**src/rtl/rst_seq_pkg.sv**
```systemverilog
package rst_seq_pkg;
  // Command from the control half to the datapath half.
  typedef struct packed {
    logic setLatch;   // hold or enter reset, clear the delay count
    logic capture;    // write the cause flags this cycle
    logic newTo;      // value for the time-out flag
    logic newPd;      // value for the power-down flag
  } seqCmd_t;
endpackage

```
**src/rtl/rst_seq_ctrl.sv**
```systemverilog
module rst_seq_ctrl
  import rst_seq_pkg::*;
(
  input  logic    clk,
  input  logic    porDetect,
  input  logic    mclrN,
  input  logic    wdtTimeout,
  input  logic    sleepMode,
  output logic    mclrHigh,
  output seqCmd_t cmd
);
  localparam int SYNC_STAGES = 2;

  logic [SYNC_STAGES-1:0] syncChain;
  logic mclrPrev;
  logic pinFall;

  // Two-flop synchronizer for the asynchronous pin.
  always_ff @(posedge clk) begin
    syncChain <= {syncChain[SYNC_STAGES-2:0], mclrN};
  end

  assign mclrHigh = syncChain[SYNC_STAGES-1];

  // Cleared at power-up so that a low pin then is not mistaken for an edge.
  always_ff @(posedge clk or posedge porDetect) begin
    if (porDetect) mclrPrev <= 1'b0;
    else           mclrPrev <= mclrHigh;
  end

  assign pinFall = mclrPrev & ~mclrHigh;

  always_comb begin
    cmd.setLatch = wdtTimeout | ~mclrHigh;
    cmd.capture  = wdtTimeout | (pinFall & sleepMode);
    if (wdtTimeout) begin
      cmd.newTo = 1'b0;
      cmd.newPd = ~sleepMode;
    end else begin
      cmd.newTo = 1'b1;
      cmd.newPd = 1'b0;
    end
  end
endmodule

```
**src/rtl/rst_seq_core.sv**
```systemverilog
module rst_seq_core
  import rst_seq_pkg::*;
#(
  parameter int CNT_W      = 8,
  parameter int TERM_COUNT = 255,
  parameter int REL_STAGES = 2
) (
  input  logic    clk,
  input  logic    porDetect,
  input  logic    oscTick,
  input  logic    mclrHigh,
  input  seqCmd_t cmd,
  output logic    coreReset,
  output logic    timeOut,
  output logic    powerDown
);
  localparam logic [CNT_W-1:0] LAST = CNT_W'(TERM_COUNT - 1);

  logic             holdLatch;
  logic [CNT_W-1:0] delayCnt;
  logic [REL_STAGES-1:0] relPipe;
  logic             advance;

  assign advance = holdLatch & mclrHigh & oscTick;

  // Reset latch and start-up delay counter.
  always_ff @(posedge clk or posedge porDetect) begin
    if (porDetect) begin
      holdLatch <= 1'b1;
      delayCnt  <= '0;
    end else if (cmd.setLatch) begin
      holdLatch <= 1'b1;
      delayCnt  <= '0;
    end else if (advance) begin
      if (delayCnt == LAST) begin
        holdLatch <= 1'b0;
        delayCnt  <= '0;
      end else begin
        delayCnt <= delayCnt + 1'b1;
      end
    end
  end

  // Cause flags, written only when an event is captured.
  always_ff @(posedge clk or posedge porDetect) begin
    if (porDetect) begin
      timeOut   <= 1'b1;
      powerDown <= 1'b1;
    end else if (cmd.capture) begin
      timeOut   <= cmd.newTo;
      powerDown <= cmd.newPd;
    end
  end

  // Release stage: entry is immediate, exit is delayed and retimed.
  always_ff @(posedge clk or posedge porDetect) begin
    if (porDetect) relPipe <= '1;
    else           relPipe <= {relPipe[REL_STAGES-2:0], holdLatch};
  end

  assign coreReset = holdLatch | relPipe[REL_STAGES-1];
endmodule

```
**src/rtl/rst_seq.sv**
```systemverilog
module rst_seq
  import rst_seq_pkg::*;
#(
  parameter int CNT_W      = 8,
  parameter int TERM_COUNT = 255,
  parameter int DATA_W     = 8,
  parameter int OPT_BITS   = 6
) (
  input  logic              clk,
  input  logic              porDetect,
  input  logic              mclrN,
  input  logic              wdtTimeout,
  input  logic              sleepMode,
  input  logic              oscTick,
  output logic              coreReset,
  output logic              timeOut,
  output logic              powerDown,
  output logic              loadPcl,
  output logic              loadTris,
  output logic              loadOption,
  output logic              clearPage,
  output logic [DATA_W-1:0] pclInit,
  output logic [DATA_W-1:0] trisInit,
  output logic [DATA_W-1:0] optionInit
);
  seqCmd_t cmd;
  logic    mclrHigh;

  rst_seq_ctrl u_ctrl (
    .clk        (clk),
    .porDetect  (porDetect),
    .mclrN      (mclrN),
    .wdtTimeout (wdtTimeout),
    .sleepMode  (sleepMode),
    .mclrHigh   (mclrHigh),
    .cmd        (cmd)
  );

  rst_seq_core #(
    .CNT_W      (CNT_W),
    .TERM_COUNT (TERM_COUNT),
    .REL_STAGES (2)
  ) u_core (
    .clk       (clk),
    .porDetect (porDetect),
    .oscTick   (oscTick),
    .mclrHigh  (mclrHigh),
    .cmd       (cmd),
    .coreReset (coreReset),
    .timeOut   (timeOut),
    .powerDown (powerDown)
  );

  assign loadPcl    = coreReset;
  assign loadTris   = coreReset;
  assign loadOption = coreReset;
  assign clearPage  = coreReset;

  assign pclInit    = '1;
  assign trisInit   = '1;
  assign optionInit = DATA_W'((1 << OPT_BITS) - 1);
endmodule

```
**config.mk**
```make
export PLATFORM = sky130hd
export DESIGN_NAME = rst_seq
export DESIGN_NICKNAME = d
export VERILOG_FILES = /design/src/rtl/rst_seq_pkg.sv /design/src/rtl/rst_seq_ctrl.sv /design/src/rtl/rst_seq_core.sv /design/src/rtl/rst_seq.sv
export SDC_FILE = /design/constraint.sdc
export NUM_CORES = 1
export LEC_CHECK = 0
export ABC_AREA = 1
export CORE_UTILIZATION = 45
export CTS_BUF_LIST = sky130_fd_sc_hd__clkbuf_8
export CTS_CLUSTER_DIAMETER = 50
export DETAILED_ROUTE_END_ITERATION = 6
export PLACE_DENSITY = 0.81
export SYNTH_ARGS = -nofsm -noshare
export SYNTH_HDL_FRONTEND = slang
export SYNTH_SLANG_ARGS = --single-unit
export TNS_END_PERCENT = 30
```
**constraint.sdc**
```tcl
create_clock -name clk -period 1.6 [get_ports clk]
set_input_delay 0.24 -clock clk [delete_from_list [all_inputs] [get_ports clk]]
set_output_delay 0.24 -clock clk [all_outputs]
set_load 0.01 [all_outputs]
```
==> results by stage <==
Status:
- The run finished with clean final reports.

Synthesis:
- Of the synthesized area, sequential elements account for between 40% and 50%.
- Synthesis produced about 120 cells.
- For this run, the number of Yosys warnings is 0.
- The area of the mapped netlist is 985 um2.
- Among all flip-flop cells after synthesis, the most frequent one is sky130_fd_sc_hd__dfrtp_1.
- The proportion of netlist area held by the largest area contributor is between 20% and 30%.
- The most frequent cell after synthesis is sky130_fd_sc_hd__buf_4.
- In the synthesized netlist the async set-or-reset flop fraction comes to between 80 and 90%.
- The synthesized flop and latch total is 16.
- Of all cell types, the one taking the most synthesized area is sky130_fd_sc_hd__dfrtp_1.
- Sorting the synthesized cells by area gives the leading types as sky130_fd_sc_hd__dfrtp_1 (23%), sky130_fd_sc_hd__buf_4 (21%), sky130_fd_sc_hd__dfstp_2 (13%).
- Dividing the synthesized area by the synthesized cell count gives slightly above 8 um2.
- In the synthesized netlist, the cells that appear most often are sky130_fd_sc_hd__buf_4 (28), sky130_fd_sc_hd__nand2_1 (23), sky130_fd_sc_hd__inv_1 (14), sky130_fd_sc_hd__dfrtp_1 (9), sky130_fd_sc_hd__nor2_1 (9).
- The count of flip-flops with a built-in enable after synthesis is 0.
- The number of distinct library cell variants in the gate-level netlist after synthesis is 21.

Drt:
- The uppermost signal routing layer after detailed routing is met4.
- For this block, the via count after detailed routing is 650.
- The number of DRC markers in iteration 0 is 11.
- The first-pass iteration count of the detailed router is 4.
- The average wire per standard cell is about 8.6 um.
- The average vias per placed instance is approximately 4.1.
- The wire length on met2 is about 590 um.
- The count of nets left with antenna violations after detail routing is 0.
- The number of remaining DRC errors is 0.
- The met1 wire length is 647 um.
- Wires add up to 1.35 mm.
- The length of routed met3 wiring is between 70 and 80 um.

STA:
- The number of pins with negative max-slew slack in the final report was 0.
- The final critical-path share of the clock period is 96.3%.
- The routed design could run at a clock period as short as around 1.5 ns.
- The worst clock skew is 0.00110 ns.
- Setup repair after global routing left no endpoint under its margin.
- Setup violations remaining at the end of the flow were counted as 0.
- The highest clock rate is 649 MHz.
- The summed negative setup slack over all endpoints is 0 ns.
- The worst slew slack as a fraction of its limit is around two thirds.
- The transition time at the pin with the least slew margin is about 0.5 ns.
- The tightest hold path in the finished design has a slack of 0.315 ns.
- The final hold violation count is 0.

Power:
- For this design the ratio of total power to cell area is 837 mW/mm2.
- In this run the static leakage power is a little over 0.5 nW.
- The analysis attributes to net switching a power of ~0.21 mW.
- The completed layout was analyzed and its total power is 0.884 mW.
- The cell internal power dissipation is just under 0.7 mW.
- Net switching is about a quarter of the power.
- The clock share of power is approximately two fifths.
- Across the VDD grid, the largest voltage drop is 0.000717 V.
- The share of power burned in combinational logic is between 10% and 20%.
- Sequential cells burn 49.1% of the power.

Worst setup path:
- Together, buffers and inverters on the worst path number 1.
- Along the worst path, the maximum fanout reaches 2.
- The largest single stage delay on the critical path is 0.53 ns.
- The cell family with the largest share of critical-path delay is flip-flops.
- STA classifies the critical path endpoint as an output port.
- By startpoint and endpoint, the worst setup path is classified as flop to output port.
- STA classifies the critical path startpoint as a flop.
- The arrival time of data at the critical path endpoint is between 1 and 1.5 ns.
- For the worst flop-to-flop path, the logic depth is 9.
- Among all stages on the critical path, the largest delay is contributed by sky130_fd_sc_hd__dfstp_2.
- STA puts the critical path data required time at about 1.4 ns.
- Traced cell by cell, the critical path runs through clkdlybuf4s50_1.
- In this run the number of cells on the critical path is 1.

Global route:
- The pin count of the biggest net entering global routing is 15.
- For this run, the total global-route usage over all layers was measured as around an eighth.
- The total global routing overflow is 0.
- The via count of the first global-routing pass is 540.
- The wire length of the first global-routing pass is between 2 and 2.5 mm.
- The number of antenna violations at the first check in global routing is 0.

Place:
- In this run the tool buffered the top-level ports with 12 buffer cells.
- After legalization and detailed placement, the total HPWL measured about 1.0 mm.
- Routability-driven placement finished with a final weighted congestion of 0.767.

Finish:
- The area growth from synthesis to layout is 7.24%.
- Measured on the finished design, the core utilization comes to a little over half.
- The number of antenna diodes in the final layout is 0.
- The share of post-route cells with drive strength above 1 is between 10% and 20%.
- The count of nets after finishing is between 100 and 150.

Clock network:
- Buffers inserted to repair hold after CTS numbered 0.
- The maximum level of the CTS H-tree is 1.
- The clock transition at the register clock pins on the worst setup and hold paths after CTS is around 0.060 ns.
- The cell sitting at the root of the clock tree is a sky130_fd_sc_hd__clkbuf_8.
- The clock net in this run drives a total of 16 sinks.
- Counting the buffers created by CTS gives 3.
- The worst-case clock buffer depth is 2.
- TritonCTS built the clock tree.
- The clock latency at the later pin of the worst-skew pair is 0.25 ns.

Floorplan:
- In this run the vertical extent of the chip is between 40 and 50 um.
- The initial standard-cell utilization of the core is between 40% and 50%.
- The die is between 40 and 50 um wide.
- 37 I/O pins were placed.
- The die outline area is 0.00238 mm2.
- The number of placement rows is 16.
- The floorplan step defined a core boundary enclosing 0.00200 mm2.

Job:
- Max-cap violations in this run came to 0.

Hold path:
- The path class of the tightest hold or removal check is input port to asynchronous set/reset pin.
==> per-stage QoR <==
step / setup slack [ns] / instances / area [um2]
after floorplan: 0.370 / 143 / 1070
after global placement: 0.139 / 154 / 1010
after CTS: 0.0521 / 158 / 1060
final: 0.0590 / 158 / 1060
after detailed placement: 0.118 / 154 / 1010
after global routing: 0.0134 / 158 / 1060
==> timing repair <==
action                                  4_1_cts  5_1_grt
endpoints found under the setup margin        5        0
hold endpoints to repair                      0        0
gates resized for setup                       5        0
setup buffers                                 0        0
==> state kept, by name (all words and copies together) (netlist names) <==
register and flops:
u_ctrl.mclrPrev 1, u_core.powerDown 1, u_core.holdLatch 1, u_core.delayCnt 8, u_ctrl.syncChain 2, u_core.relPipe 2
u_core.timeOut 1
==> power groups by stage <==
stage,clock network (mW),logic (mW),registers (mW)
floorplan,0,0.111,0.441
global placement,0,0.0973,0.441
detailed placement,0,0.0988,0.441
CTS,0.366,0.0972,0.434
global route,0.391,0.109,0.436
finish,0.353,0.0971,0.434
==> cells by family (layout without fill, tap and decap cells) <==
kind of cell | count (synthesis) | count (layout) | share of synthesized area [%]
xor gates and xnor gates | 1 | 1 | 0.890
DFF | 16 | 16 | 40.3
AOI/OAI and AO/OA | 4 | 4 | 2.03
and+or+nand+nor | 51 | 51 | 24.9
other | 2 | 24 | 0.763
buffers and inverters | 45 | 33 | 28.6
adders and majority gates | 2 | 2 | 2.54
==> final timing paths <==
check	to	from	slack [ns]
hold reg to reg	u_ctrl.syncChain[1]	u_ctrl.syncChain[0]	0.33
max in group asynchronous	u_core.powerDown	porDetect	0.93
setup / recovery	powerDown	u_core.powerDown	0.06
min in group clk	u_ctrl.syncChain[1]	u_ctrl.syncChain[0]	0.33
setup reg to reg	u_core.delayCnt[6]	u_core.delayCnt[0]	0.26
hold / removal	u_core.delayCnt[1]	porDetect	0.31
==> layout make-up <==
class	instances	area, um2
inverters	16	60.1
fillers	190	946
repair buffers	13	121
clock buffers	4	55.1
flip-flops and latches	16	397
well taps	27	33.8
multi-input cells	82	389
==> layout by cell type (no fill, tap or decap), types with 3 or more instances in the layout <==
cell type	netlist	routed
sky130_fd_sc_hd__inv_1	14	14
sky130_fd_sc_hd__dlygate4sd2_1	0	5
sky130_fd_sc_hd__nor2_1	9	9
sky130_fd_sc_hd__nor2_2	3	3
sky130_fd_sc_hd__clkbuf_8	0	4
sky130_fd_sc_hd__nand2_1	23	23
sky130_fd_sc_hd__clkdlybuf4s50_1	0	7
sky130_fd_sc_hd__nand4_1	5	5
sky130_fd_sc_hd__nand3_1	6	6
sky130_fd_sc_hd__dfrtp_1	9	9
sky130_fd_sc_hd__conb_1	2	24
sky130_fd_sc_hd__dfstp_2	5	5
==> routing by layer <==
metal  vias to the layer above  GRT usage [%]
li1                        337              -
met4                         0           8.82
met2                        23           19.2
met3                         5           3.74
met1                       285           16.7
met5                         -              0
No activity file was read; power rests on OpenSTA's default activity.
